[config.mk]
export PLATFORM = sky130hd
export DESIGN_NAME = i2c_hold_qualifier
export DESIGN_NICKNAME = d
export VERILOG_FILES = /design/src/rtl/hq_pkg.sv /design/src/rtl/hq_sync.sv /design/src/rtl/hq_tick.sv /design/src/rtl/hq_cfg_reg.sv /design/src/rtl/hq_tracker.sv /design/src/rtl/i2c_hold_qualifier.sv
export SDC_FILE = /design/constraint.sdc
export NUM_CORES = 1
export LEC_CHECK = 0
export BUFFER_PORTS_ARGS = -buffer_cell sky130_fd_sc_hd__buf_2
export CAP_MARGIN = 5
export CORE_ASPECT_RATIO = 0.5
export CORE_MARGIN = 2
export CORE_UTILIZATION = 50
export DETAILED_ROUTE_END_ITERATION = 8
export HOLD_SLACK_MARGIN = 0.05
export MAX_ROUTING_LAYER = met4
export PLACE_DENSITY = 0.69
export SLEW_MARGIN = 30
export SYNTH_ARGS = -nofsm -noshare
export SYNTH_HDL_FRONTEND = slang
export SYNTH_HIERARCHICAL = 1
export SYNTH_SLANG_ARGS = --single-unit
[constraint.sdc]
create_clock -name clk -period 2.6 [get_ports clk]
set_input_delay 0.52 -clock clk [delete_from_list [all_inputs] [get_ports clk]]
set_output_delay 0.52 -clock clk [all_outputs]
set_load 0.005 [all_outputs]
[src/rtl/hq_pkg.sv]
package hq_pkg;
  localparam int CFG_W   = 8;
  localparam int FIELD_W = CFG_W - 1;
  localparam int CNT_W   = FIELD_W + 1;

  typedef enum logic [1:0] {
    Q_IDLE  = 2'd0,
    Q_START = 2'd1,
    Q_STOP  = 2'd2
  } qual_state_e;

  function automatic logic [CNT_W-1:0] hold_limit(input logic [CFG_W-1:0] cfg);
    logic [CNT_W-1:0] lim;
    if (cfg[CFG_W-1]) lim = {1'b0, cfg[FIELD_W-1:0]} + 1'b1;
    else              lim = CNT_W'(1);
    return lim;
  endfunction
endpackage

[src/rtl/hq_sync.sv]
module hq_sync #(
  parameter int W       = 2,
  parameter int STAGES  = 2,
  parameter logic [W-1:0] RST_VAL = '1
) (
  input  logic         clk,
  input  logic         rst,
  input  logic [W-1:0] d,
  output logic [W-1:0] q
);
  logic [W-1:0] stg [STAGES];

  always_ff @(posedge clk) begin
    if (rst) begin
      for (int i = 0; i < STAGES; i++) stg[i] <= RST_VAL;
    end else begin
      stg[0] <= d;
      for (int i = 1; i < STAGES; i++) stg[i] <= stg[i-1];
    end
  end

  assign q = stg[STAGES-1];
endmodule

[src/rtl/hq_tick.sv]
module hq_tick #(
  parameter int DIV = 2
) (
  input  logic clk,
  input  logic rst,
  output logic tick
);
  generate
    if (DIV <= 1) begin : g_full
      assign tick = 1'b1;
    end else begin : g_div
      localparam int DW = $clog2(DIV);
      localparam logic [DW-1:0] LAST = DW'(DIV - 1);
      logic [DW-1:0] cnt;

      always_ff @(posedge clk) begin
        if (rst)              cnt <= '0;
        else if (cnt == LAST) cnt <= '0;
        else                  cnt <= cnt + 1'b1;
      end

      assign tick = (cnt == LAST);

      AST_TICK_SPACED: assert property (@(posedge clk) disable iff (rst)
        tick |=> !tick);
    end
  endgenerate
endmodule

[src/rtl/hq_cfg_reg.sv]
module hq_cfg_reg
  import hq_pkg::*;
(
  input  logic             clk,
  input  logic             rst,
  input  logic             we,
  input  logic [CFG_W-1:0] wdata,
  output logic [CNT_W-1:0] limit
);
  logic [CFG_W-1:0] cfg_q;

  always_ff @(posedge clk) begin
    if (rst)     cfg_q <= '0;
    else if (we) cfg_q <= wdata;
  end

  assign limit = hold_limit(cfg_q);

  AST_CFG_RESET: assert property (@(posedge clk) disable iff (rst)
    $past(rst) |-> (cfg_q == '0));
  AST_CFG_HOLD: assert property (@(posedge clk) disable iff (rst)
    (!$past(we) && !$past(rst)) |-> $stable(cfg_q));
endmodule

[src/rtl/hq_tracker.sv]
module hq_tracker
  import hq_pkg::*;
(
  input  logic             clk,
  input  logic             rst,
  input  logic             tick,
  input  logic             scl_s,
  input  logic             sda_s,
  input  logic [CNT_W-1:0] limit,
  output logic             start_det,
  output logic             stop_det
);
  qual_state_e      state;
  logic             scl_p, sda_p;
  logic [CNT_W-1:0] cnt, lim_q, cnt_nx;
  logic             cand_start, cand_stop, held;

  assign cand_start = scl_p & scl_s &  sda_p & ~sda_s;
  assign cand_stop  = scl_p & scl_s & ~sda_p &  sda_s;
  assign held       = scl_s & (sda_s == (state == Q_STOP));
  assign cnt_nx     = cnt + 1'b1;

  always_ff @(posedge clk) begin
    if (rst) begin
      state     <= Q_IDLE;
      scl_p     <= 1'b1;
      sda_p     <= 1'b1;
      cnt       <= '0;
      lim_q     <= CNT_W'(1);
      start_det <= 1'b0;
      stop_det  <= 1'b0;
    end else begin
      start_det <= 1'b0;
      stop_det  <= 1'b0;
      if (tick) begin
        scl_p <= scl_s;
        sda_p <= sda_s;
        if (cand_start || cand_stop) begin
          lim_q <= limit;
          cnt   <= CNT_W'(1);
          if (limit == CNT_W'(1)) begin
            start_det <= cand_start;
            stop_det  <= cand_stop;
            state     <= Q_IDLE;
          end else begin
            state <= cand_start ? Q_START : Q_STOP;
          end
        end else if (state != Q_IDLE) begin
          if (!held) begin
            state <= Q_IDLE;
          end else if (cnt_nx == lim_q) begin
            start_det <= (state == Q_START);
            stop_det  <= (state == Q_STOP);
            state     <= Q_IDLE;
          end else begin
            cnt <= cnt_nx;
          end
        end
      end
    end
  end

  AST_PULSE_EXCL: assert property (@(posedge clk) disable iff (rst)
    !(start_det && stop_det));
  AST_START_ONE: assert property (@(posedge clk) disable iff (rst)
    start_det |=> !start_det);
  AST_STOP_ONE: assert property (@(posedge clk) disable iff (rst)
    stop_det |=> !stop_det);
  AST_PULSE_ON_TICK: assert property (@(posedge clk) disable iff (rst)
    (start_det || stop_det) |-> $past(tick));
  AST_START_SCL_HIGH: assert property (@(posedge clk) disable iff (rst)
    start_det |-> ($past(scl_s) && !$past(sda_s)));
  AST_STOP_SCL_HIGH: assert property (@(posedge clk) disable iff (rst)
    stop_det |-> ($past(scl_s) && $past(sda_s)));
  AST_CNT_BOUND: assert property (@(posedge clk) disable iff (rst)
    (state != Q_IDLE) |-> (cnt < lim_q));
  AST_LIMIT_LATCHED: assert property (@(posedge clk) disable iff (rst)
    ((state != Q_IDLE) && $past(state != Q_IDLE) &&
     !$past(tick && (cand_start || cand_stop))) |-> $stable(lim_q));
  AST_SCL_LOW_ABORT: assert property (@(posedge clk) disable iff (rst)
    (tick && !scl_s && (state != Q_IDLE)) |=> (state == Q_IDLE) && !start_det && !stop_det);
endmodule

[src/rtl/i2c_hold_qualifier.sv]
module i2c_hold_qualifier
  import hq_pkg::*;
#(
  parameter int SAMPLE_DIV  = 2,
  parameter int SYNC_STAGES = 2
) (
  input  logic             clk,
  input  logic             rst,
  input  logic             cfg_we,
  input  logic [CFG_W-1:0] cfg_wdata,
  input  logic             scl_in,
  input  logic             sda_in,
  output logic             start_det,
  output logic             stop_det
);
  logic [1:0]       bus_s;
  logic             tick;
  logic [CNT_W-1:0] limit;

  hq_sync #(.W(2), .STAGES(SYNC_STAGES), .RST_VAL(2'b11)) u_sync (
    .clk (clk),
    .rst (rst),
    .d   ({scl_in, sda_in}),
    .q   (bus_s)
  );

  hq_tick #(.DIV(SAMPLE_DIV)) u_tick (
    .clk  (clk),
    .rst  (rst),
    .tick (tick)
  );

  hq_cfg_reg u_cfg (
    .clk   (clk),
    .rst   (rst),
    .we    (cfg_we),
    .wdata (cfg_wdata),
    .limit (limit)
  );

  hq_tracker u_trk (
    .clk       (clk),
    .rst       (rst),
    .tick      (tick),
    .scl_s     (bus_s[1]),
    .sda_s     (bus_s[0]),
    .limit     (limit),
    .start_det (start_det),
    .stop_det  (stop_det)
  );

  AST_RESET_QUIET: assert property (@(posedge clk)
    $past(rst) |-> (!start_det && !stop_det));
endmodule

==> flow_summary_export.csv <==
group,metric,value,unit
run_status,status,"finished clean",
sta,finalHoldViolCount,0,
sta,skew,0.00689,ns
clock_tree,clock_latency,0.30,ns
pwr,power.share.combinational,11.2,%
synthesis,synth_edf_count,0,
floorplanning,initial_core_util,54.2,%
pwr,p_sw_share,26.8,%
clock_tree,htree_levels,2,
synthesis,synth_flop_cell,"dfxtp_1",
setup_path,startpoint,"u_trk/cnt[0]$_SDFFE_PP0P_",
synthesis,async_flop_share,0,%
routing,first_pass_iters,5,
layout,antennaDiodeCount,0,
placed_design,io_buffers,14,
sta,final_max_slew_viol_count,0,
layout,syn_to_final_growth,11.8,%
global_routing,grt_overflow,0,
pwr,switching_power,0.000291,W
placed_design,dp_slack,0.0859,ns
synthesis,synth.distinct_cells,54,
setup_path,rr_worst_depth,7,
routing,drc_errors,0,
setup_path,r2r_start,"u_trk/cnt[0]$_SDFFE_PP0P_",
routing,routed_via_density,5.54,
clock_tree,path_clk_slew,0.08,ns
synthesis,synthesis.area,1920,sq um
layout,final_cell_mix,"31 x dfxtp_1, 24 x nor2_1, 17 x mux2i_1, 14 x buf_2, 13 x nand2_1",
floorplanning,io_pins,15,
synthesis,synth_fp_nets,229,
sta,setup_violations,0,
clock_tree,cts_setup_buffers,0,
routing,wl_per_cell,14.0,microns
clock_tree,clkSinkCount,35,
pwr,power_density,505,nW/um^2
sta,rsz0062_at_grt,"no",
setup_path,worstPathArrival,2.65,ns
clock_tree,cts_tree,"yes",
global_routing,grt_pass1_wl,6.44,mm
synthesis,synthCells,214,
layout,layout_commonest_cell,"dfxtp_1",
pwr,power.internal,0.000794,W
floorplanning,dieHeight,47.8,microns
pwr,ir_worst_vdd,0.337,mV
floorplanning,core_area,3550,sq um
global_routing,grt.total_usage,20.4,%
routing,drtAntennaViolNets,0,
setup_path,setup.worst_path.end_class,"register",
pwr,p_leak,0.837,nW
setup_path,path_max_fanout,4,
global_routing,grt_max_degree,22,
pwr,clock_power_share,36.1,%
placed_design,dp_cells,277,
sta,slew_headroom,64.6,%
sta,finalWorstSetupSlack,0.144,ns
routing,dr.first_iter.drc_count,90,
setup_path,start_kind,"register",
sta,period_minus_slack,2.46,ns
layout,drive_above_1_share,21.0,%
setup_path,r2r-end,"u_trk/cnt[5]$_SDFFE_PP0P_",
clock_tree,cts-buffers-inserted,5,
clock_tree,cts_root_buffer,"clkbuf_8",
global_routing,grt_pass1_vias,1367,
layout,nets,248,
sta,finalCritPeriodShare,94.5,%
floorplanning,dieArea,4390,sq um
placed_design,gp_congestion,0.894,
global_routing,antenna_found_initial,0,
layout,fin_cells,284,
run,cap_violations,0,
hold_path,hold_path_class,"in2reg",
routing,wirelength,3.97,mm
sta,fmax,0.407,GHz
synthesis,yosys_warnings,6,
sta,tns,0,ns
floorplanning,die_w,91.7,microns
synthesis,avgSynthCellArea,8.98,sq um
setup_path,cp.required,2.79,ns
layout,final_util,60.6,%
setup_path,path_class,"reg2reg",
setup_path,endpoint,"u_trk/cnt[5]$_SDFFE_PP0P_",
layout,fill_cells,318,
clock_tree,clk_path_buf_depth,2,
setup_path,regToRegSetupSlack,0.14,ns
synthesis,synth-seq-cells,35,
pwr,share_seq_of_total_power,52.7,%
sta,hold_ws,0.399,ns
sta,worst_pin_slew,0.525,ns
synthesis,yosysSeqAreaShare,36.5,%
placed_design,dpl.hpwl,2.98,mm
routing,vias,1573,
floorplanning,rows,15,
[state kept, by name, indices dropped and copies added (netlist names)]
signal           count
u_trk/sda_p          1
u_cfg/cfg_q          8
u_trk/stop_det       1
u_trk/cnt            8
u_trk/lim_q          8
u_trk/scl_p          1
u_trk/start_det      1
u_sync/stg           4
u_trk/state          2
u_tick/tick          1
[worst max-delay path, stage by stage, from the launching register on]
cell and delay (ns):
dfxtp_2 0.38, ha_1 0.17, nand3_1 0.09, or3_1 0.36, and4_2 0.27, o211ai_2 0.18
or4bb_2 0.63, a32o_1 0.28
[worst min path at each step]
stage                                 from                           to  cells past startpoint
6_report                            scl_in  u_sync/stg[0][1]$_SDFF_PP1_                      2
5_1_grt                             sda_in  u_sync/stg[0][0]$_SDFF_PP1_                      2
4_1_cts                             scl_in  u_sync/stg[0][1]$_SDFF_PP1_                      2
3_5_place_dp   u_sync/stg[0][1]$_SDFF_PP1_  u_sync/stg[0][3]$_SDFF_PP1_                      1
3_3_place_gp   u_sync/stg[0][1]$_SDFF_PP1_  u_sync/stg[0][3]$_SDFF_PP1_                      1
2_1_floorplan  u_sync/stg[0][1]$_SDFF_PP1_  u_sync/stg[0][3]$_SDFF_PP1_                      1
[final cells by class]
type	instances	area, sq um	share of cell area [%]
multi-input cells	162	1140	52.9
flip-flops and latches	35	706	32.8
repair buffers	23	138	6.41
clock buffers	5	68.8	3.20
well taps	51	63.8	2.97
inverters	6	22.5	1.05
clock inverters	2	13.8	0.641
[synthesized netlist by cell type (all sizes together), types with 3 or more instances]
| cell | n | area [sq um] |
|---|---|---|
| buf | 8 | 57.6 |
| a32o | 5 | 50.1 |
| nand3 | 7 | 40.0 |
| clkbuf | 3 | 11.3 |
| or2 | 5 | 31.3 |
| or3 | 8 | 56.3 |
| and2 | 6 | 38.8 |
| nor2b | 7 | 43.8 |
| nor2 | 24 | 90.1 |
| nand2 | 13 | 48.8 |
| nand2b | 7 | 43.8 |
| mux2i | 17 | 170 |
| xnor2 | 7 | 61.3 |
| xor2 | 4 | 35.0 |
| dfxtp | 35 | 701 |
| inv | 6 | 22.5 |
| nor3 | 4 | 20.0 |
| a21oi | 5 | 25.0 |
| o21ai | 8 | 40.0 |
[per-layer routing]
layer	vias to the layer above	wire length (microns)	global-route usage, %
met5	-	0	-
met4	0	53	9.39
met3	9	277	5.04
met2	56	1640	30.0
met1	711	2000	26.8
li1	797	-	-
[power groups by stage]
stage	sequential, W	clock [W]	combinational [W]
final	0.000571	0.000392	0.000122
after CTS	0.000571	0.000398	0.000121
after floorplan	0.000578	0	0.0000904
after detailed placement	0.000583	0	0.000121
after global routing	0.000574	0.000420	0.000135
after global placement	0.000582	0	0.000118
[logic make-up after synthesis]
family	Yosys count	share of synthesized area (%)
flip-flops	35	36.5
AO/OA/AOI/OAI	36	15.1
multiplexers	17	8.85
AND/OR/NAND/NOR	96	28.5
XOR/XNOR	11	5.01
adder cells (fa/ha/maj)	2	1.30
buffers and inverters	17	4.75
[through the flow]
step           total power, W  area, sq um
6_report              0.00109         2150
5_1_grt               0.00113         2150
4_1_cts               0.00109         2140
3_5_place_dp         0.000704         2050
3_3_place_gp         0.000700         2050
2_1_floorplan        0.000669         1920
[repair_timing]
action | 4_1_cts | 5_1_grt
resized for setup | 0 | 5
hold buffers | 0 | 0
endpoints found under the setup margin | 0 | 5
Note: power is estimated with default switching activity, not from simulation.
